## src/rtl/eth_da_pkg.sv

```systemverilog
package eth_da_pkg;
  localparam int unsigned CRC_W = 32;
  localparam logic [CRC_W-1:0] CRC_POLY = 32'h04C11DB7;

  // bit-serial CRC over one byte, LSB first
  function automatic logic [CRC_W-1:0] crc_byte(logic [CRC_W-1:0] c, logic [7:0] d);
    logic fb;
    for (int i = 0; i < 8; i++) begin
      fb = c[CRC_W-1] ^ d[i];
      c  = {c[CRC_W-2:0], 1'b0};
      if (fb) c = c ^ CRC_POLY;
    end
    return c;
  endfunction

  typedef struct packed {
    logic accept;
    logic phys;
    logic hash;
    logic bcast;
  } da_result_t;
endpackage

```

## src/rtl/da_byte_track.sv

```systemverilog
module da_byte_track #(
  parameter int unsigned ADDR_BYTES = 6
) (
  input  logic                    clk_i,
  input  logic                    rst_ni,
  input  logic                    sof_i,
  input  logic                    byte_vld_i,
  input  logic [7:0]              byte_i,
  input  logic [8*ADDR_BYTES-1:0] station_addr_i,
  output logic                    take_o,
  output logic                    last_o,
  output logic                    eq_o,
  output logic                    ones_o,
  output logic                    grp_o
);
  localparam int unsigned CNT_W = $clog2(ADDR_BYTES + 1);

  logic [CNT_W-1:0] cnt_q, cnt_b, cnt_n;
  logic eq_q, eq_b, ones_q, ones_b, grp_q, grp_b;
  logic [8*ADDR_BYTES-1:0] stn_sh;
  logic [7:0] stn_byte;

  always_comb begin
    cnt_b  = sof_i ? '0   : cnt_q;
    eq_b   = sof_i ? 1'b1 : eq_q;
    ones_b = sof_i ? 1'b1 : ones_q;
    grp_b  = sof_i ? 1'b0 : grp_q;
    stn_sh   = station_addr_i >> (8 * cnt_b);
    stn_byte = stn_sh[7:0];
    take_o = byte_vld_i && (cnt_b < CNT_W'(ADDR_BYTES));
    last_o = take_o && (cnt_b == CNT_W'(ADDR_BYTES - 1));
    cnt_n  = take_o ? cnt_b + 1'b1 : cnt_b;
    eq_o   = take_o ? (eq_b & (byte_i == stn_byte)) : eq_b;
    ones_o = take_o ? (ones_b & (&byte_i)) : ones_b;
    grp_o  = (take_o && cnt_b == '0) ? byte_i[0] : grp_b;
  end

  always_ff @(posedge clk_i or negedge rst_ni) begin
    if (!rst_ni) begin
      cnt_q  <= '0;
      eq_q   <= 1'b1;
      ones_q <= 1'b1;
      grp_q  <= 1'b0;
    end else begin
      cnt_q  <= cnt_n;
      eq_q   <= eq_o;
      ones_q <= ones_o;
      grp_q  <= grp_o;
    end
  end
endmodule

```

## src/rtl/da_crc_hash.sv

```systemverilog
module da_crc_hash
  import eth_da_pkg::*;
#(
  parameter int unsigned HASH_BITS = 6
) (
  input  logic                 clk_i,
  input  logic                 rst_ni,
  input  logic                 sof_i,
  input  logic                 take_i,
  input  logic [7:0]           byte_i,
  output logic [HASH_BITS-1:0] idx_o
);
  logic [CRC_W-1:0] crc_q, crc_b, crc_n;

  always_comb begin
    crc_b = sof_i ? '1 : crc_q;
    crc_n = take_i ? crc_byte(crc_b, byte_i) : crc_b;
    idx_o = crc_n[CRC_W-1 -: HASH_BITS];
  end

  always_ff @(posedge clk_i or negedge rst_ni) begin
    if (!rst_ni) crc_q <= '1;
    else         crc_q <= crc_n;
  end
endmodule

```

## src/rtl/da_decide.sv

```systemverilog
module da_decide
  import eth_da_pkg::*;
#(
  parameter int unsigned HASH_BITS = 6
) (
  input  logic                      clk_i,
  input  logic                      rst_ni,
  input  logic                      sof_i,
  input  logic                      last_i,
  input  logic                      eq_i,
  input  logic                      ones_i,
  input  logic                      grp_i,
  input  logic [HASH_BITS-1:0]      idx_i,
  input  logic [(1<<HASH_BITS)-1:0] hash_filter_i,
  input  logic                      promisc_i,
  input  logic                      no_ucast_i,
  input  logic                      no_bcast_i,
  output logic                      dec_vld_o,
  output da_result_t                res_o
);
  da_result_t res_d;
  logic hit, eff_no_bcast;

  always_comb begin
    hit          = hash_filter_i[idx_i];
    eff_no_bcast = no_bcast_i & ~promisc_i;  // promiscuous overrides both disables
    res_d.phys   = ~grp_i & eq_i & (~no_ucast_i | promisc_i);
    res_d.hash   = grp_i & hit & (~ones_i | eff_no_bcast);
    res_d.bcast  = ones_i & ~eff_no_bcast;
    res_d.accept = promisc_i | res_d.phys | res_d.hash | res_d.bcast;
  end

  always_ff @(posedge clk_i or negedge rst_ni) begin
    if (!rst_ni) begin
      dec_vld_o <= 1'b0;
      res_o     <= '0;
    end else if (last_i) begin
      dec_vld_o <= 1'b1;
      res_o     <= res_d;
    end else if (sof_i) begin
      dec_vld_o <= 1'b0;
      res_o     <= '0;
    end
  end
endmodule

```

## src/rtl/eth_da_filter.sv

```systemverilog
module eth_da_filter
  import eth_da_pkg::*;
#(
  parameter int unsigned ADDR_BYTES = 6,
  parameter int unsigned HASH_BITS  = 6
) (
  input  logic                      clk_i,
  input  logic                      rst_ni,
  input  logic                      sof_i,
  input  logic                      byte_vld_i,
  input  logic [7:0]                byte_i,
  input  logic [8*ADDR_BYTES-1:0]   station_addr_i,
  input  logic [(1<<HASH_BITS)-1:0] hash_filter_i,
  input  logic                      promisc_i,
  input  logic                      no_ucast_i,
  input  logic                      no_bcast_i,
  output logic                      dec_vld_o,
  output logic                      accept_o,
  output logic                      phys_match_o,
  output logic                      hash_match_o,
  output logic                      bcast_match_o
);
  logic take, last, eq, ones, grp;
  logic [HASH_BITS-1:0] idx;
  da_result_t res;

  da_byte_track #(.ADDR_BYTES(ADDR_BYTES)) u_track (
    .clk_i, .rst_ni, .sof_i, .byte_vld_i, .byte_i, .station_addr_i,
    .take_o(take), .last_o(last), .eq_o(eq), .ones_o(ones), .grp_o(grp)
  );

  da_crc_hash #(.HASH_BITS(HASH_BITS)) u_hash (
    .clk_i, .rst_ni, .sof_i, .take_i(take), .byte_i, .idx_o(idx)
  );

  da_decide #(.HASH_BITS(HASH_BITS)) u_decide (
    .clk_i, .rst_ni, .sof_i, .last_i(last), .eq_i(eq), .ones_i(ones), .grp_i(grp),
    .idx_i(idx), .hash_filter_i, .promisc_i, .no_ucast_i, .no_bcast_i,
    .dec_vld_o, .res_o(res)
  );

  assign accept_o      = res.accept;
  assign phys_match_o  = res.phys;
  assign hash_match_o  = res.hash;
  assign bcast_match_o = res.bcast;
endmodule

```

## config.mk

```make
export PLATFORM = sky130hd
export DESIGN_NAME = eth_da_filter
export DESIGN_NICKNAME = d
export VERILOG_FILES = /design/src/rtl/eth_da_pkg.sv /design/src/rtl/da_byte_track.sv /design/src/rtl/da_crc_hash.sv /design/src/rtl/da_decide.sv /design/src/rtl/eth_da_filter.sv
export SDC_FILE = /design/constraint.sdc
export NUM_CORES = 1
export LEC_CHECK = 0
export BUFFER_PORTS_ARGS = -buffer_cell sky130_fd_sc_hd__buf_4
export CAP_MARGIN = 20
export CORE_UTILIZATION = 40
export DETAILED_ROUTE_END_ITERATION = 10
export PLACE_DENSITY = 0.66
export SLEW_MARGIN = 20
export SYNTH_ARGS = -nofsm -noshare
export SYNTH_HDL_FRONTEND = slang
export SYNTH_SLANG_ARGS = --single-unit
```

## constraint.sdc

```tcl
create_clock -name clk_i -period 3.1 [get_ports clk_i]
set_input_delay 0.155 -clock clk_i [delete_from_list [all_inputs] [get_ports clk_i]]
set_output_delay 0.155 -clock clk_i [all_outputs]
set_load 0.02 [all_outputs]
```

==> results.py <==
metrics = {
    "run_status": {
        "status": "finished, violations left",
        "violations": "DRC",
    },
    "placed_design": {
        "finalWeightedCongestion": 0.8392,
        "hpwl_um": 8886,
        "port_buffers": 131,
        "post_dp_cell_area_um2": 5216,
    },
    "worst_hold_path": {
        "hold_path_end": "u_hash.crc_q[22]",
        "hold_path_class": "input pin to flip-flop",
        "hp-start": "byte_i[7]",
        "hold_path_depth": 3,
    },
    "final_layout": {
        "final_area_um2": 5360,
        "areaGrowthSynthToFinish_pct": 34.04,
        "final_nets": 742,
        "multi_input_comb_area_um2": 2701,
        "diodes": 0,
        "n_fill_cell": 965,
        "drive_gt1_share_pct": 37.19,
        "regArea_um2": 1119,
    },
    "power_and_ir_drop": {
        "power_density_nw_per_um2": 763.1,
        "cellLeakagePower_nw": 2.427,
        "peakVddDrop_mv": 0.3252,
        "total_power_mw": 4.091,
    },
    "yosys": {
        "yosys_warnings": 0,
        "synth_fp_nets": 607,
        "netlist_area_um2": 3999,
        "async_flop_share_pct": 100.0,
        "synthCells": 477,
        "synth_edf_count": 0,
        "post_synth_num_cell_types": 50,
        "syn_avg_cell_area_um2": 8.383,
        "ys_seq_elements": 43,
        "yosysSeqAreaShare_pct": 27.97,
        "synthFlopType": "dfstp_2",
    },
    "critical_path": {
        "r2r-start": "u_hash.crc_q[27]",
        "critical-path-slowest-cell": "dfstp_2",
        "crit_fanout": 7,
        "path_cells": "nor2_1 > xnor2_2 > xnor3_1 > nor4_1 > a211o_1 > inv_1 > and2_1 > a22oi_1 > nand3_1 > a211oi_1 > nor2_1 > nand4_1",
        "reg2reg_depth": 12,
        "cp-start-kind": "flip-flop",
        "path_class": "flip-flop to flip-flop",
        "r2r_end": "u_decide.res_o[3]",
        "crit_top_cell": "nor2_1",
        "rrSetupSlack_ns": 0.23,
        "cp_data_arrival_time_ns": 3.09,
        "cp.required_ns": 3.33,
        "max_stage_delay_ns": 0.56,
        "cp-end-kind": "flip-flop",
    },
    "detailed_routing": {
        "wl_per_cell_um": 15.58,
        "vias_per_cell": 5.327,
        "wirelength_um": 11620,
        "vias": 3974,
        "drc_errors": 2,
        "drt_iter0_drc": 216,
        "first_pass_iters": 8,
        "drtAntennaViolNets": 0,
    },
    "clock_network": {
        "htreeDepth": 2,
        "cts-root-buf": "clkbuf_8",
        "cts_buffer_depth": 2,
        "tritoncts": "done",
        "cts_made_buffers": 5,
        "clkLatencyLatePin_ns": 0.30,
        "clkSinkCount": 43,
        "cts.clk_slew.worst_paths_ns": 0.09,
    },
    "timing": {
        "min_period_over_period_pct": 92.45,
        "worst_slew_pin_slew_ns": 0.6426,
        "hold_viol_final": 0,
        "fmax_ghz": 0.3489,
        "grt_setup_unrepaired": "false",
        "period_minus_slack_ns": 2.866,
        "fin_skew_ns": 0.01548,
        "max_slew_margin_pct": 56.85,
        "slew_violations": 0,
        "whs_ns": 0.2039,
        "setup_viol": 0,
        "fin_setup_tns_ns": 0,
    },
    "global_route": {
        "grt_antenna_before_repair": 0,
        "grt.total_usage_pct": 22.87,
        "grt_max_degree": 44,
        "grt_pass1_vias": 3886,
        "grt_overflow": 0,
        "grt_pass1_wl_um": 18720,
    },
    "die": {
        "die_x_um": 102.0,
        "die_h_um": 102.0,
        "dieArea_um2": 10400,
        "floorplan.initialDensity_pct": 41.10,
        "num_rows": 36,
        "core_um2": 9729,
        "ios": 132,
    },
    "run": {
        "drv_cap": 0,
    },
}
## per-layer routing
| metal | GRT usage [%] | vias to the layer above | part of all wire, % | wire length [um] |
|---|---|---|---|---|
| met5 | 0 | - | 0 | 0 |
| met4 | 6.154 | 0 | 1.1 | 133 |
| met3 | 4.241 | 11 | 6.5 | 751 |
| met2 | 39.91 | 145 | 49 | 5737 |
| met1 | 28.93 | 1876 | 43 | 4997 |
| li1 | - | 1942 | - | - |
## per-stage QoR
| stage | utilization [%] | instances | worst slack, ns |
|---|---|---|---|
| after detailed placement | 53.61 | 733 | 0.1723 |
| after global placement | 53.61 | 733 | 0.1932 |
| after floorplan | - | 477 | 0.3561 |
| final | 55.09 | 746 | 0.2342 |
| after global routing | 55.09 | 746 | 0.03345 |
| after CTS | 54.59 | 742 | 0.1314 |
## flip-flops by register name, indices dropped and copies added (netlist names)
name / flops
u_hash.crc_q: 32
u_track.ones_q: 1
u_decide.dec_vld_o: 1
u_track.eq_q: 1
u_track.grp_q: 1
u_track.cnt_q: 3
u_decide.res_o: 4
## cells by family after synthesis
| family | share of synthesized area (%) |
|---|---|
| mux | 13.55 |
| flops | 27.97 |
| xor+xnor | 17.58 |
| simple gates | 15.27 |
| buf+inv | 5.006 |
| compound gates | 19.68 |
| fa+ha+maj | 0.9388 |
## critical path, delay by kind of cell, from the launching register on
| kind | cells | cell delay, ns |
|---|---|---|
| compound gates | 3 | 0.66 |
| xor+xnor | 2 | 0.64 |
| buf+inv | 1 | 0.15 |
| simple gates | 6 | 0.78 |
| flops | 1 | 0.56 |
## how the worst max path moves through the flow
stage                          start                 to  slack [ns]
global placement    u_hash.crc_q[29]  u_decide.res_o[3]        0.19
detailed placement  u_hash.crc_q[29]  u_decide.res_o[1]        0.17
floorplan           u_hash.crc_q[29]  u_decide.res_o[3]        0.36
global route        u_track.cnt_q[0]  u_decide.res_o[3]        0.03
CTS                 u_hash.crc_q[29]  u_decide.res_o[3]        0.13
finish              u_hash.crc_q[27]  u_decide.res_o[3]        0.23
## power by group
| part | internal (mW) | switching [mW] |
|---|---|---|
| Sequential | 0.884 | 0.173 |
| Clock | 0.158 | 0.201 |
| Combinational | 1.34 | 1.33 |
## layout by cell type (no fill, tap or decap), types with 3 or more instances in the layout
cell	synthesis	final
nand3b_1	5	5
o22ai_1	7	7
clkbuf_8	0	5
inv_1	12	12
o21ai_0	31	30
nand3_1	8	8
nor2b_1	3	3
nor2_1	65	65
nor3_1	11	11
a22oi_1	8	8
dfstp_2	34	34
nand4_1	5	5
xnor2_1	44	44
xnor2_2	3	3
buf_4	3	159
mux2i_1	35	35
xor2_1	21	21
ha_1	3	3
o32a_1	3	3
o211ai_1	3	3
dfrtp_1	9	9
a21oi_1	44	43
o22a_1	9	9
mux2_2	13	13
nand2_1	31	31
## what timing repair did
action                                  4_1_cts  5_1_grt
hold endpoints to repair                      9        0
endpoints found under the setup margin        0        2
gates resized for setup                       0        1
hold buffers                                  1        0
buffers inserted                              0        4
## area by class of cell
class / count / area share [%]
clock buffer: 6 / 1.354
clock inverter: 2 / 0.2334
inverter: 12 / 0.8403
multi-input combinational: 388 / 50.40
sequential: 43 / 20.87
tap: 133 / 3.105
timing repair buffer: 162 / 23.20
## synth_stat cells (all sizes together) (5+ instances only)
library cell | count | share of area (%)
a21oi | 46 | 6.1
a22oi | 8 | 1.5
buf | 20 | 2.6
clkbuf | 14 | 1.3
dfrtp | 9 | 5.6
dfstp | 34 | 22
inv | 12 | 1.1
mux2 | 13 | 3.7
mux2i | 35 | 8.8
nand2 | 31 | 2.9
nand3 | 8 | 1.0
nand3b | 5 | 0.94
nand4 | 5 | 0.78
nor2 | 65 | 6.1
nor3 | 11 | 1.4
o21ai | 31 | 3.9
o22a | 9 | 2.0
o22ai | 7 | 1.1
xnor2 | 47 | 11
xor2 | 22 | 5.0
Note: power is estimated with default switching activity, not from simulation.
